## src/rtl/iq_quality_pkg.sv

```systemverilog
package iq_quality_pkg;

  // Strobes from the rotation tracker to the run-count datapath
  typedef struct packed {
    logic incRun;       // step continues the recorded rotation
    logic zeroRun;      // first step, reversal or double jump
    logic closeWindow;  // bit period ends this cycle
  } dqStrobes_t;

  // Gray-ordered quadrant index of an {I,Q} sign pair
  function automatic logic [1:0] phaseOf(input logic iBit, input logic qBit);
    case ({iBit, qBit})
      2'b00:   phaseOf = 2'd0;
      2'b01:   phaseOf = 2'd1;
      2'b11:   phaseOf = 2'd2;
      default: phaseOf = 2'd3;
    endcase
  endfunction

endpackage

```

## src/rtl/iq_sync.sv

```systemverilog
module iq_sync #(
  parameter int WIDTH  = 2,
  parameter int STAGES = 2
) (
  input  logic             clk,
  input  logic             rstN,
  input  logic [WIDTH-1:0] asyncIn,
  output logic [WIDTH-1:0] syncOut
);

  logic [WIDTH-1:0] chain [STAGES];

  genvar s;
  generate
    for (s = 0; s < STAGES; s++) begin : g_stage
      if (s == 0) begin : g_first
        always_ff @(posedge clk or negedge rstN) begin
          if (!rstN) chain[0] <= '0;
          else       chain[0] <= asyncIn;
        end
      end else begin : g_next
        always_ff @(posedge clk or negedge rstN) begin
          if (!rstN) chain[s] <= '0;
          else       chain[s] <= chain[s-1];
        end
      end
    end
  endgenerate

  assign syncOut = chain[STAGES-1];

endmodule

```

## src/rtl/iq_rotation_ctrl.sv

```systemverilog
module iq_rotation_ctrl
  import iq_quality_pkg::*;
(
  input  logic       clk,
  input  logic       rstN,
  input  logic       iSync,
  input  logic       qSync,
  input  logic       bitTick,
  output dqStrobes_t strobes
);

  logic [1:0] prevPhase;
  logic [1:0] curPhase;
  logic [1:0] delta;
  logic       dirFwd;
  logic       dirValid;
  logic       stepFwd;
  logic       stepRev;
  logic       stepBad;

  always_comb begin
    curPhase = phaseOf(iSync, qSync);
    delta    = curPhase - prevPhase;
    stepFwd  = (delta == 2'd1);
    stepRev  = (delta == 2'd3);
    stepBad  = (delta == 2'd2);
  end

  always_comb begin
    strobes.incRun      = dirValid && ((stepFwd && dirFwd) || (stepRev && !dirFwd));
    strobes.zeroRun     = (stepFwd || stepRev || stepBad) && !strobes.incRun;
    strobes.closeWindow = bitTick;
  end

  always_ff @(posedge clk or negedge rstN) begin
    if (!rstN) begin
      prevPhase <= 2'd0;
      dirFwd    <= 1'b0;
      dirValid  <= 1'b0;
    end else begin
      prevPhase <= curPhase;
      if (bitTick || stepBad) begin
        dirValid <= 1'b0;
      end else if (stepFwd || stepRev) begin
        dirValid <= 1'b1;
        dirFwd   <= stepFwd;
      end
    end
  end


  tick_forget_chk: assert property (@(posedge clk) disable iff (!rstN)
    bitTick |=> !dirValid);


  jump_forget_chk: assert property (@(posedge clk) disable iff (!rstN)
    stepBad |=> !dirValid);


  step_learn_chk: assert property (@(posedge clk) disable iff (!rstN)
    (stepFwd || stepRev) && !bitTick |=> dirValid && (dirFwd == $past(stepFwd)));

endmodule

```

## src/rtl/iq_run_datapath.sv

```systemverilog
module iq_run_datapath
  import iq_quality_pkg::*;
#(
  parameter int CNT_W = 4,
  parameter int THR_W = 3
) (
  input  logic             clk,
  input  logic             rstN,
  input  dqStrobes_t       strobes,
  input  logic [THR_W-1:0] threshold,
  output logic             dataGood
);

  localparam logic [CNT_W-1:0] RUN_MAX = {CNT_W{1'b1}};

  logic [CNT_W-1:0] run;
  logic [CNT_W-1:0] peak;
  logic [CNT_W-1:0] runUpd;
  logic [CNT_W-1:0] peakUpd;
  logic             meets;

  always_comb begin
    if (strobes.incRun)       runUpd = (run == RUN_MAX) ? run : run + 1'b1;
    else if (strobes.zeroRun) runUpd = '0;
    else                      runUpd = run;
    peakUpd = (runUpd > peak) ? runUpd : peak;
    meets   = (peakUpd >= CNT_W'(threshold));
  end

  always_ff @(posedge clk or negedge rstN) begin
    if (!rstN) begin
      run      <= '0;
      peak     <= '0;
      dataGood <= 1'b0;
    end else if (strobes.closeWindow) begin
      run      <= '0;
      peak     <= '0;
      dataGood <= meets;
    end else begin
      run      <= runUpd;
      peak     <= peakUpd;
    end
  end


  flag_hold_chk: assert property (@(posedge clk) disable iff (!rstN)
    !strobes.closeWindow |=> $stable(dataGood));


  window_clear_chk: assert property (@(posedge clk) disable iff (!rstN)
    strobes.closeWindow |=> (run == '0) && (peak == '0));


  run_zero_chk: assert property (@(posedge clk) disable iff (!rstN)
    strobes.zeroRun && !strobes.closeWindow |=> run == '0);


  run_step_chk: assert property (@(posedge clk) disable iff (!rstN)
    strobes.incRun && !strobes.closeWindow |=>
      (run == $past(run) + 1'b1) || (run == RUN_MAX && $past(run) == RUN_MAX));


  peak_bound_chk: assert property (@(posedge clk) disable iff (!rstN)
    peak >= run);


  zero_thr_chk: assert property (@(posedge clk) disable iff (!rstN)
    strobes.closeWindow && threshold == '0 |=> dataGood);


  strobe_excl_chk: assert property (@(posedge clk) disable iff (!rstN)
    !(strobes.incRun && strobes.zeroRun));

endmodule

```

## src/rtl/iq_quality_detector.sv

```systemverilog
module iq_quality_detector
  import iq_quality_pkg::*;
#(
  parameter int CNT_W       = 4,
  parameter int THR_W       = 3,
  parameter int SYNC_STAGES = 2
) (
  input  logic             clk,
  input  logic             rstN,
  input  logic             iSign,
  input  logic             qSign,
  input  logic             bitTick,
  input  logic [THR_W-1:0] threshold,
  output logic             dataGood
);

  logic [1:0] iqSync;
  dqStrobes_t strobes;

  iq_sync #(.WIDTH(2), .STAGES(SYNC_STAGES)) u_sync (
    .clk     (clk),
    .rstN    (rstN),
    .asyncIn ({iSign, qSign}),
    .syncOut (iqSync)
  );

  iq_rotation_ctrl u_ctrl (
    .clk     (clk),
    .rstN    (rstN),
    .iSync   (iqSync[1]),
    .qSync   (iqSync[0]),
    .bitTick (bitTick),
    .strobes (strobes)
  );

  iq_run_datapath #(.CNT_W(CNT_W), .THR_W(THR_W)) u_dp (
    .clk       (clk),
    .rstN      (rstN),
    .strobes   (strobes),
    .threshold (threshold),
    .dataGood  (dataGood)
  );


  reset_low_chk: assert property (@(posedge clk) disable iff (!rstN)
    $rose(rstN) |-> !dataGood);

endmodule

```

## config.mk

```make
export PLATFORM = sky130hd
export DESIGN_NAME = iq_quality_detector
export DESIGN_NICKNAME = d
export VERILOG_FILES = /design/src/rtl/iq_quality_pkg.sv /design/src/rtl/iq_sync.sv /design/src/rtl/iq_rotation_ctrl.sv /design/src/rtl/iq_run_datapath.sv /design/src/rtl/iq_quality_detector.sv
export SDC_FILE = /design/constraint.sdc
export NUM_CORES = 1
export LEC_CHECK = 0
export BUFFER_PORTS_ARGS = -buffer_cell sky130_fd_sc_hd__buf_2
export CORE_MARGIN = 2
export CORE_UTILIZATION = 30
export DETAILED_ROUTE_END_ITERATION = 10
export PLACE_DENSITY_LB_ADDON = 0.15
export SLEW_MARGIN = 10
export SYNTH_ARGS = -nofsm -noshare
export SYNTH_HDL_FRONTEND = slang
export SYNTH_HIERARCHICAL = 1
export SYNTH_SLANG_ARGS = --single-unit
export TNS_END_PERCENT = 1
```

## constraint.sdc

```tcl
create_clock -name clk -period 5.7 [get_ports clk]
set_clock_uncertainty 0.1 [all_clocks]
set_input_delay 0.57 -clock clk [delete_from_list [all_inputs] [get_ports clk]]
set_output_delay 0.57 -clock clk [all_outputs]
set_load 0.005 [all_outputs]
```

==> flow_metrics.env <==
export IMPL_status="complete, no violations"
export IMPL_postCtsSetupBuffers=0
export IMPL_synth_area_leaders="dfrtp_1, ha_1, a21oi_1, xnor2_2, inv_1"
export IMPL_cp_required_ns=5.77
export IMPL_setup_viol=0
export IMPL_peakVddDrop_v=0.000160
export IMPL_finalHoldViolations=0
export IMPL_switching_share_pct=35.8
export IMPL_cts_hold_buf=0
export IMPL_die_area_sq_um=3890
export IMPL_p_int_uw=214
export IMPL_die_x_um=62.3
export IMPL_wirelength_mm=1.76
export IMPL_antenna_found_initial=0
export IMPL_p_clk_share_pct=20.6
export IMPL_synth_nets=116
export IMPL_worstMarginPinSlew_ns=0.597
export IMPL_grt_overflow_total=0
export IMPL_grt_max_degree=18
export IMPL_yosys_area_top_type="dfrtp_1"
export IMPL_p_per_area_nw_per_um2=297
export IMPL_post_dp_cell_area_sq_um=1090
export IMPL_root_buffer="clkbuf_4"
export IMPL_netlist_cell_type_count=34
export IMPL_fin_crit_ns=4.46
export IMPL_finalWeightedCongestion=0.699
export IMPL_drc=0
export IMPL_clock_latency_ns=0.30
export IMPL_fin_area_sq_um=1120
export IMPL_hpwlAfterDp_mm=1.36
export IMPL_first_pass_iters=2
export IMPL_clkTransAtPathRegs_ns=0.12
export IMPL_cap_violations=0
export IMPL_dp_slack_ns=1.26
export IMPL_instances_no_fill=151
export IMPL_port_buffers=8
export IMPL_pwr_share_comb_pct=36.1
export IMPL_rr_worst_depth=15
export IMPL_area_delta_synth_final_pct=9.93
export IMPL_cts_buffers=3
export IMPL_p_leak_nw=0.519
export IMPL_grt_pass1_vias=746
export IMPL_diodes=0
export IMPL_worst_path_max_fanout=8
export IMPL_drive_gt1_share_pct=17.1
export IMPL_yosysSeqAreaShare_pct=41.7
export IMPL_rows=21
export IMPL_ioPinCount=9
export IMPL_h_tree_depth=1
export IMPL_syn_area_per_cell_sq_um=10.5
export IMPL_cts_sinks=17
export IMPL_initial_core_util_pct=30.8
export IMPL_wire_per_inst_um=11.7
export IMPL_rsz0062_at_grt="no"
export IMPL_critPathKind="flop to flop"
export IMPL_max_slew_margin_pct=59.1
export IMPL_cts_resized=0
export IMPL_ys_ff_latch=17
export IMPL_layout_nets=125
export IMPL_arrival_ns=4.53
export IMPL_fin_crit_sh_pct=78.3
export IMPL_first_iter_violations=4
export IMPL_slew_viol_final=0
export IMPL_fin_ws_ns=1.24
export IMPL_track_usage_pct=10.3
export IMPL_syn_area_sq_um=1020
export IMPL_min_path_type="input pin to asynchronous set/reset pin"
export IMPL_max_freq_ghz=0.224
export IMPL_seq_power_share_pct=43.3
export IMPL_place_inst=147
export IMPL_chipHeight_um=62.3
export IMPL_avgViaCountPerCell=4.77
export IMPL_p_sw_uw=119
export IMPL_core_sq_um=3310
export IMPL_cp_end_kind="flop"
export IMPL_tns_ns=0
export IMPL_yosys_warnings=6
export IMPL_grt_pass1_wl_mm=3.22
export IMPL_clk_path_buf_depth=2
export IMPL_synth_top_area_share_pct=41.7
export IMPL_ant_nets=0
export IMPL_cts_tree="yes"
export IMPL_crit_path_start_kind="flop"
export IMPL_syn_inst=97
export IMPL_dr_total_vias=721
==> power groups by stage <==
stage | clock network (mW) | registers, mW | logic, mW
2_1_floorplan | 0 | 0.145 | 0.0951
3_3_place_gp | 0 | 0.146 | 0.123
3_5_place_dp | 0 | 0.147 | 0.122
4_1_cts | 0.0725 | 0.145 | 0.123
5_1_grt | 0.0786 | 0.147 | 0.140
6_report | 0.0686 | 0.144 | 0.120
==> layer usage <==
layer / routed length (um) / vias to the layer above / GRT usage (%) / part of all wire [%]
met5: 0 / - / 0 / 0
met4: 21 / 0 / 5.00 / 1.2
met3: 40 / 2 / 2.17 / 2.3
met2: 863 / 7 / 17.4 / 49
met1: 839 / 346 / 12.6 / 48
li1: - / 366 / - / -
==> critical path: stages, from the launching register on <==
cell and delay, ns:
dfrtp_1 0.40, ha_1 0.32, ha_1 0.35, or3b_1 0.41, mux2i_1 0.50, nor2b_1 0.19, nor3_2 0.27, ha_1 0.31
a211oi_1 0.32, and2_1 0.22, nor2_1 0.10, a21o_1 0.18, ha_1 0.25, nand2b_1 0.14, a31oi_1 0.18, a31oi_1 0.10
==> worst paths after layout <==
path / slack [ns] / startpoint / to
worst min-delay path: 0.07 / rstN / u_ctrl/prevPhase[0]
min in group clk: 0.26 / iSign / u_sync/chain[3]
worst min register to register: 0.26 / u_sync/chain[3] / u_sync/syncOut[1]
worst max-delay path: 1.24 / u_sync/syncOut[1] / u_dp/dataGood
worst max register to register: 1.24 / u_sync/syncOut[1] / u_dp/dataGood
max in group asynchronous: 5.13 / rstN / u_dp/run[2]
==> final cells by class <==
| class | instances | area, sq um |
|---|---|---|
| fill | 358 | 2190 |
| multi-input combinational | 68 | 539 |
| sequential | 17 | 425 |
| tap | 46 | 57.6 |
| timing repair buffer | 8 | 40.0 |
| inverter | 8 | 30.0 |
| clock buffer | 3 | 22.5 |
| clock inverter | 1 | 7.51 |
==> state kept, by name, indices dropped and copies added (netlist names) <==
register and count:
u_ctrl/dirFwd 1, u_ctrl/dirValid 1, u_ctrl/prevPhase 2, u_dp/dataGood 1, u_dp/peak 4, u_dp/run 4
u_sync/chain 2, u_sync/syncOut 2
==> placed cells by master, fill, tap and decap left out, drive strengths merged, types with 2 or more instances in the layout <==
| cell type | synthesis | layout |
|---|---|---|
| nand3 | 3 | 3 |
| a41oi | 2 | 2 |
| a31oi | 2 | 2 |
| buf | 4 | 8 |
| a22oi | 2 | 2 |
| mux2 | 2 | 2 |
| xnor2 | 2 | 2 |
| clkbuf | 0 | 3 |
| nand2 | 3 | 3 |
| nand2b | 2 | 2 |
| nor2b | 3 | 3 |
| ha | 11 | 11 |
| a21oi | 7 | 7 |
| a211oi | 4 | 4 |
| dfrtp | 17 | 17 |
| nand3b | 3 | 3 |
| inv | 8 | 8 |
| nor2 | 6 | 6 |
| o21ai | 3 | 3 |
==> through the flow <==
stage          hold slack [ns]  power, mW  utilization, %
2_1_floorplan            0.174      0.240               -
3_3_place_gp             0.240      0.269            33.0
3_5_place_dp             0.236      0.269            33.0
4_1_cts                 0.0780      0.340            33.9
5_1_grt                 0.0804      0.365            33.9
6_report                0.0740      0.334            33.9
==> synth_stat cells, drive strengths merged <==
cell    instances
ha             11
a21o            1
a211oi          4
nand3           3
and4b           1
dfrtp          17
nor2            6
o31ai           1
and2            1
a21oi           7
nand2           3
xor2            1
buf             4
a31oi           2
o22ai           1
nand3b          3
or3b            1
nand2b          2
o21ai           3
inv             8
nor3            1
mux2i           1
a22oi           2
and4            1
mux2            2
nor4            1
nor2b           3
a41oi           2
or2             1
xnor2           2
a41o            1
==> logic make-up (layout without fill, tap and decap cells) <==
group                    count (synthesis)  count (layout)  share of synthesized area (%)
multiplexers                             3               3                           3.19
XOR/XNOR                                 3               3                           4.04
adder cells (fa/ha/maj)                 11              11                           13.5
buffers and inverters                   12              20                           5.51
AO/OA/AOI/OAI                           24              24                           16.3
AND/OR/NAND/NOR                         27              27                           15.8
flip-flops                              17              17                           41.7
No activity file was read; power rests on OpenSTA's default activity.
